### src/rtl/memmap_lane_decoder.sv
module memmap_lane_decoder #(
  parameter int RAM_BYTES = 1024,
  parameter int ROM_BYTES = 4096
) (
  input  logic        clk,
  input  logic        rst_n,
  input  logic        acc_en,
  input  logic        acc_wr,
  input  logic        acc_byte,
  input  logic [15:0] acc_addr,
  input  logic [15:0] acc_wdata,
  output logic [15:0] acc_rdata,
  output logic        acc_gap_err,
  output logic        acc_misalign,
  output logic        sel_per,
  output logic        sel_ram,
  output logic        sel_rom,
  output logic        sel_vec,
  output logic [14:0] mem_addr,
  output logic [1:0]  mem_we,
  output logic [15:0] mem_wdata,
  input  logic [15:0] per_rdata,
  input  logic [15:0] ram_rdata,
  input  logic [15:0] rom_rdata
);

  localparam logic [16:0] PER_TOP  = 17'h00200;
  localparam logic [16:0] RAM_TOP  = 17'(32'h200 + RAM_BYTES);
  localparam logic [16:0] ROM_BASE = 17'(32'h10000 - ROM_BYTES);
  localparam logic [16:0] VEC_BASE = 17'h0FFE0;

  typedef enum logic [1:0] {SRC_NONE, SRC_PER, SRC_RAM, SRC_ROM} rd_src_e;

  logic [16:0] a17;
  logic in_per, in_ram, in_rom, in_vec, in_gap;
  logic is_rd;
  rd_src_e q_src;
  logic    q_byte, q_hi;
  logic [15:0] rd_word;

  assign a17    = {1'b0, acc_addr};
  assign in_per = a17 < PER_TOP;
  assign in_ram = !in_per && (a17 < RAM_TOP);
  assign in_vec = a17 >= VEC_BASE;
  assign in_rom = !in_vec && (a17 >= ROM_BASE);
  assign in_gap = !(in_per || in_ram || in_rom || in_vec);

  assign sel_per      = acc_en && in_per;
  assign sel_ram      = acc_en && in_ram;
  assign sel_rom      = acc_en && in_rom;
  assign sel_vec      = acc_en && in_vec;
  assign acc_gap_err  = acc_en && in_gap;
  assign acc_misalign = acc_en && !acc_byte && acc_addr[0];
  assign mem_addr     = acc_addr[15:1];
  assign mem_wdata    = acc_byte ? {acc_wdata[7:0], acc_wdata[7:0]} : acc_wdata;

  always_comb begin
    mem_we = 2'b00;
    if (acc_en && acc_wr && !in_gap) begin
      if (!acc_byte)        mem_we = 2'b11;
      else if (acc_addr[0]) mem_we = 2'b10;
      else                  mem_we = 2'b01;
    end
  end

  assign is_rd = acc_en && !acc_wr;

  always_ff @(posedge clk or negedge rst_n) begin
    if (!rst_n) begin
      q_src  <= SRC_NONE;
      q_byte <= 1'b0;
      q_hi   <= 1'b0;
    end else begin
      q_byte <= acc_byte;
      q_hi   <= acc_addr[0];
      if (!is_rd || in_gap)    q_src <= SRC_NONE;
      else if (in_per)         q_src <= SRC_PER;
      else if (in_ram)         q_src <= SRC_RAM;
      else                     q_src <= SRC_ROM;
    end
  end

  always_comb begin
    case (q_src)
      SRC_PER: rd_word = per_rdata;
      SRC_RAM: rd_word = ram_rdata;
      SRC_ROM: rd_word = rom_rdata;
      default: rd_word = 16'h0000;
    endcase
  end

  assign acc_rdata = q_byte ? {8'h00, (q_hi ? rd_word[15:8] : rd_word[7:0])} : rd_word;

  p_one_region_r1: assert property (@(posedge clk) disable iff (!rst_n)
    acc_en |-> $countones({sel_per, sel_ram, acc_gap_err, sel_rom, sel_vec}) == 1);

  p_byte_one_lane_r4: assert property (@(posedge clk) disable iff (!rst_n)
    (acc_en && acc_wr && acc_byte && !acc_gap_err) |->
      ($countones(mem_we) == 1 && mem_wdata[15:8] == mem_wdata[7:0]));

  p_gap_no_write_r5: assert property (@(posedge clk) disable iff (!rst_n)
    acc_gap_err |-> mem_we == 2'b00);

  p_byte_zero_ext_r7: assert property (@(posedge clk) disable iff (!rst_n)
    (acc_en && !acc_wr && acc_byte) |=> acc_rdata[15:8] == 8'h00);

  p_gap_read_zero_r8: assert property (@(posedge clk) disable iff (!rst_n)
    (acc_en && !acc_wr && acc_gap_err) |=> acc_rdata == 16'h0000);

  p_idle_quiet_r9: assert property (@(posedge clk) disable iff (!rst_n)
    !(acc_en && !acc_wr) |=> acc_rdata == 16'h0000);

  p_idle_no_sel_r9: assert property (@(posedge clk) disable iff (!rst_n)
    !acc_en |-> ({sel_per, sel_ram, sel_rom, sel_vec, acc_gap_err, acc_misalign} == 6'b0
                 && mem_we == 2'b00));

endmodule

### config.mk
export PLATFORM = sky130hd
export DESIGN_NAME = memmap_lane_decoder
export DESIGN_NICKNAME = d
export VERILOG_FILES = /design/src/rtl/memmap_lane_decoder.sv
export SDC_FILE = /design/constraint.sdc
export NUM_CORES = 1
export LEC_CHECK = 0
export ABC_AREA = 1
export BUFFER_PORTS_ARGS = -buffer_cell sky130_fd_sc_hd__buf_4
export CORE_MARGIN = 5
export CORE_UTILIZATION = 35
export DETAILED_ROUTE_END_ITERATION = 7
export PLACE_DENSITY_LB_ADDON = 0.2
export SLEW_MARGIN = 25
export SYNTH_ARGS = -nofsm -noshare
export SYNTH_HDL_FRONTEND = slang
export SYNTH_SLANG_ARGS = --single-unit
export TNS_END_PERCENT = 100
### constraint.sdc
create_clock -name clk -period 2.2 [get_ports clk]
set_input_delay 0.44 -clock clk [delete_from_list [all_inputs] [get_ports clk]]
set_output_delay 0.44 -clock clk [all_outputs]
set_load 0.03 [all_outputs]
==> results of run 1 <==
==> cell type report <==
cell class | instances | area [um2]
Fill cell | 324 | 1070
Timing Repair Buffer | 133 | 1000
Multi-Input combinational cell | 158 | 674
Sequential cell | 4 | 100
Inverter | 26 | 97.6
Tap cell | 33 | 41.3
Clock buffer | 3 | 22.5
==> timing repair <==
action | CTS | global route
endpoints found under the setup margin | 0 | 0
hold buffers | 1 | 0
buffers inserted | 0 | 0
endpoints found under the hold margin | 4 | 0
==> flip-flops by register name, summed over array words and instances (netlist names) <==
| register | count |
|---|---|
| q_src | 2 |
| q_byte | 1 |
| q_hi | 1 |
==> power by group <==
group	total (mW)	internal (mW)	leakage (nW)	switching [mW]
sequential	0.0778	0.0764	0.0511	0.00145
clock	0.0955	0.0613	0.0138	0.0342
combinational	0.298	0.150	1.20	0.149
==> per-layer routing <==
| layer | vias up | track usage | part of all wire |
|---|---|---|---|
| li1 | 841 | - | - |
| met1 | 720 | 0.205 | 0.35 |
| met2 | 77 | 0.334 | 0.52 |
| met3 | 6 | 0.0496 | 0.11 |
| met4 | 0 | 0.0544 | 0.011 |
| met5 | - | 0 | 0 |
==> stage by stage <==
step            util  total power [mW]  worst slack (ns)  std cells  cell area (um2)
2_1_floorplan      -             0.237             0.380        215             1080
3_3_place_gp   0.634             0.375             0.448        353             1900
3_5_place_dp   0.634             0.378             0.433        353             1900
4_1_cts        0.645             0.475             0.196        357             1940
5_1_grt        0.645             0.506            0.0670        357             1940
6_report       0.645             0.472             0.207        357             1940
==> cells in the mapped netlist, drive strengths merged <==
cell and count:
nor2 15, clkinv 2, buf 26, nand3 16, nand2 119, nor3 3, a21oi 2, clkbuf 1
and3 1, nand4 1, inv 24, dfrtp 4, nand3b 1
==> how the worst max path moves through the flow <==
stage	start	to	slack (ns)
3_3_place_gp	acc_addr[13]	mem_we[1]	0.45
3_5_place_dp	acc_addr[13]	mem_we[0]	0.43
6_report	q_src[0]	acc_rdata[0]	0.21
5_1_grt	q_src[0]	acc_rdata[11]	0.07
4_1_cts	q_src[0]	acc_rdata[2]	0.20
2_1_floorplan	acc_addr[13]	sel_ram	0.38
==> logic make-up (layout without fill, tap and decap cells) <==
family / after synthesis / count (layout) / synth area share
compound gates: 2 / 2 / 0.0197
buf+inv: 53 / 162 / 0.282
flops: 4 / 4 / 0.0928
simple gates: 156 / 156 / 0.606
==> reports/metrics.yaml, run 1 <==
worst_setup_path:
  worstSetupEndpointType: "output pin"
  max_stage_delay_ns: 0.41
  cpMostUsedCell: "nand2_1"
  cp.depth: 7
  crit_path_start_kind: "flop"
  path_class: "flop to output pin"
  path_buf_inv: 2
  cp_data_arrival_time_ns: 1.55
  cp_slowest_cell: "dfrtp_1"
  crit_required_ns: 1.76
  crit_fanout: 16
  worst_path_dominant_cell_family: "simple AND/OR/NAND/NOR gates"
  crit_chain: "inv_2 -> nor2_4 -> nand2_1 -> nand3_1 -> nand2_1 -> nand2_1 -> buf_4"
routing:
  vias: 1644
  drc: 0
  first_pass_iters: 3
  drt_iter0_drc: 59
  viasPerCell: 4.61
  ant_nets: 0
  drt-total-wl_um: 4030
  wl_per_cell_um: 11.3
synthesis:
  ys_ff_latch: 4
  synth_nets: 300
  syn_avg_cell_area_um2: 5.02
  synthTopCellsByArea: "nand2_1, buf_4, dfrtp_1, inv_1, nand3_1"
  ys_seq_area_frac: 0.0928
  syn-cell-area_um2: 1080
  synth.largest_area_cell: "nand2_1"
  yosysUniqueCellTypes: 18
  syn_inst: 215
  yosys_warnings: 0
  yosysTopAreaCellShare: 0.414
global_route:
  track_usage: 0.183
  grt_pass1_vias: 1573
  grt_pass1_wl_um: 6370
  grt_antenna_before_repair: 0
  grt_overflow_total: 0
  grt_max_degree: 17
layout:
  drive_above_1_share: 0.448
  fin_nets: 411
  final_common_cell: "buf_4"
  final_cell_mix: "buf_4, nand2_1, inv_1"
  syn_to_final_growth_pct: 79.6
  diodes: 0
sta:
  setup_viol: 0
  relSlewSlack: 0.747
  max_freq_mhz: 502
  min_period_over_period: 0.906
  hold_violations: 0
  tightestPinTransition_ns: 0.379
  tns_ns: 0
  final-max-slew-violation-count: 0
  fin_crit_ns: 1.99
  timing.hold.ws_ns: 0.330
  rsz0062_at_grt: "false"
worst_hold_path:
  min_path_cells: 1
  hold_path_end: "q_hi"
  hp-start: "acc_addr[0]"
  hp-class: "primary input to flop"
power_and_ir_drop:
  p_per_area_nw_per_um2: 244
  p_leak_nw: 1.27
  irDropWorstVdd_uv: 194
floorplanning:
  row_count: 20
  fp.coreArea_um2: 3000
  ios: 140
  die_h_um: 65.5
  start_util: 0.359
  die_w_um: 65.5
  dieArea_um2: 4290
placed_design:
  portBuffers: 131
  dp_hpwl_um: 3400
  gp_congestion: 0.787
clock_tree:
  cts_tree: "done"
  ctsLongestPathBuffers: 2
  cts.repair.resized: 0
  clock-sinks: 4
  cts-root-buf: "clkbuf_4"
  path_clk_slew_ns: 0.04
  cts_buffers: 3
  htreeDepth: 1
status:
  status: "finished clean"
run:
  max_cap_violations: 0
Power figures use the tool's default switching activity.
==> run 2, diff against run 1 <==
Settings changed: CORE_UTILIZATION 35 to 32.
Clock period 2.2 ns to 2 ns, I/O delays scaled along.
==> reports/metrics.yaml, run 2 (synthesis results as in run 1) <==
power_and_ir_drop:
  p_switching_mw: 0.195
  combPwrFrac: 0.645
  p_per_area_nw_per_um2: 257
  internal_power_mw: 0.318
  irDropWorstVdd_uv: 153
  p_clk_frac: 0.188
  seq_power_share: 0.167
  swShare: 0.379
  p_leak_nw: 1.28
global_route:
  grt_antenna_before_repair: 0
  grt_pass1_wl_um: 5930
  grt_max_degree: 17
  track_usage: 0.163
  grt_overflow_total: 0
  grt_pass1_vias: 1525
layout:
  final_cell_mix: "buf_4, nand2_1, inv_1"
  fin_nets: 413
  multi_input_area_um2: 674
  fillers: 375
  final_common_cell: "buf_4"
  drive_above_1_share: 0.451
  largestRegisters: "q_src: 2 flops, q_byte: 1 flops, q_hi: 1 flops"
  largest_reg_flops: 2
  diodes: 0
  syn_to_final_growth_pct: 84.8
  postLayoutCellArea_um2: 1990
  largest-register: "q_src"
  register_area_um2: 100
placed_design:
  placed_area_um2: 1920
  dp_hpwl_um: 3470
  portBuffers: 131
  gp_congestion: 0.745
sta:
  relSlewSlack: 0.819
  max_freq_mhz: 546
  setup_viol: 0
  rsz0062_at_grt: "false"
  final-max-slew-violation-count: 0
  hold_violations: 0
  fin_crit_ns: 1.83
  tns_ns: 0
  tightestPinTransition_ns: 0.272
  min_period_over_period: 0.916
floorplanning:
  fp.coreArea_um2: 3310
  row_count: 21
  ios: 140
  start_util: 0.326
  die_h_um: 68.1
  dieArea_um2: 4630
  die_w_um: 68.1
worst_setup_path:
  cpMostUsedCell: "nand2_1"
  crit_fanout: 16
  path_class: "flop to output pin"
  cp_data_arrival_time_ns: 1.43
  worstSetupEndpointType: "output pin"
  crit_path_start_kind: "flop"
  path_buf_inv: 2
  max_stage_delay_ns: 0.41
  crit_chain: "nand2_1 -> inv_2 -> nand2_1 -> nand3_2 -> nand2_1 -> nand2_1 -> buf_4"
  crit_required_ns: 1.60
  worst_path_dominant_cell_family: "simple AND/OR/NAND/NOR gates"
  cp_slowest_cell: "dfrtp_1"
routing:
  first_pass_iters: 4
  drt_iter0_drc: 70
  drc: 0
  viasPerCell: 4.29
  wl_per_cell_um: 10.8
  vias: 1596
  drt-total-wl_um: 4010
  ant_nets: 0
clock_tree:
  cts_tree: "done"
  ctsLongestPathBuffers: 2
  cts_buffers: 3
  htreeDepth: 1
  cts-root-buf: "clkbuf_4"
  cts.repair.resized: 0
  path_clk_slew_ns: 0.04
  clock-sinks: 4
status:
  status: "finished clean"
run:
  max_cap_violations: 0
worst_hold_path:
  hp-class: "primary input to flop"
==> run 2: path summary, 6_finish.rpt <==
path	from	cells after the start	slack [ns]	to
max	q_src[0]	7	0.17	acc_rdata[4]
min	acc_addr[0]	1	0.31	q_hi
max in group asynchronous	rst_n	2	1.40	q_byte
min in group asynchronous	rst_n	2	0.50	q_src[1]
==> run 2: cell type report <==
| cell class | count | share of cell area |
|---|---|---|
| repair buffers | 135 | 0.522 |
| multi-input cells | 158 | 0.338 |
| flip-flops and latches | 4 | 0.0502 |
| inverters | 26 | 0.0490 |
| well taps | 46 | 0.0289 |
| clock buffers | 3 | 0.0113 |
==> run 2: metrics by stage <==
| stage | util | hold WS [ns] | setup slack, ns | total power, mW | cells |
|---|---|---|---|---|---|
| finish | 0.602 | 0.308 | 0.167 | 0.513 | 372 |
| global route | 0.602 | 0.307 | 0.0102 | 0.548 | 372 |
| floorplan | - | 0.104 | 0.260 | 0.261 | 215 |
| CTS | 0.590 | 0.301 | 0.0603 | 0.519 | 370 |
| detailed placement | 0.580 | 0.198 | 0.309 | 0.416 | 366 |
| global placement | 0.580 | 0.197 | 0.334 | 0.414 | 366 |
==> run 2: repair_timing <==
item                       4_1_cts  5_1_grt
setup endpoints to repair        0       16
setup buffers                    0        2
hold buffers                     1        0
hold endpoints to repair         4        0
==> run 2: per-layer routing <==
| metal | vias to the layer above | GRT usage | routed length [um] |
|---|---|---|---|
| met1 | 678 | 0.162 | 1360 |
| met4 | 0 | 0.0323 | 10 |
| met5 | - | 0 | 0 |
| met2 | 74 | 0.320 | 2080 |
| li1 | 840 | - | - |
| met3 | 4 | 0.0558 | 566 |
==> run 2: power by group through the flow <==
stage	Clock, mW	Combinational [mW]	Sequential, mW
final	0.0965	0.331	0.0856
after global routing	0.106	0.357	0.0857
after CTS	0.102	0.331	0.0856
after detailed placement	0	0.329	0.0866
after global placement	0	0.327	0.0864
after floorplan	0	0.175	0.0863
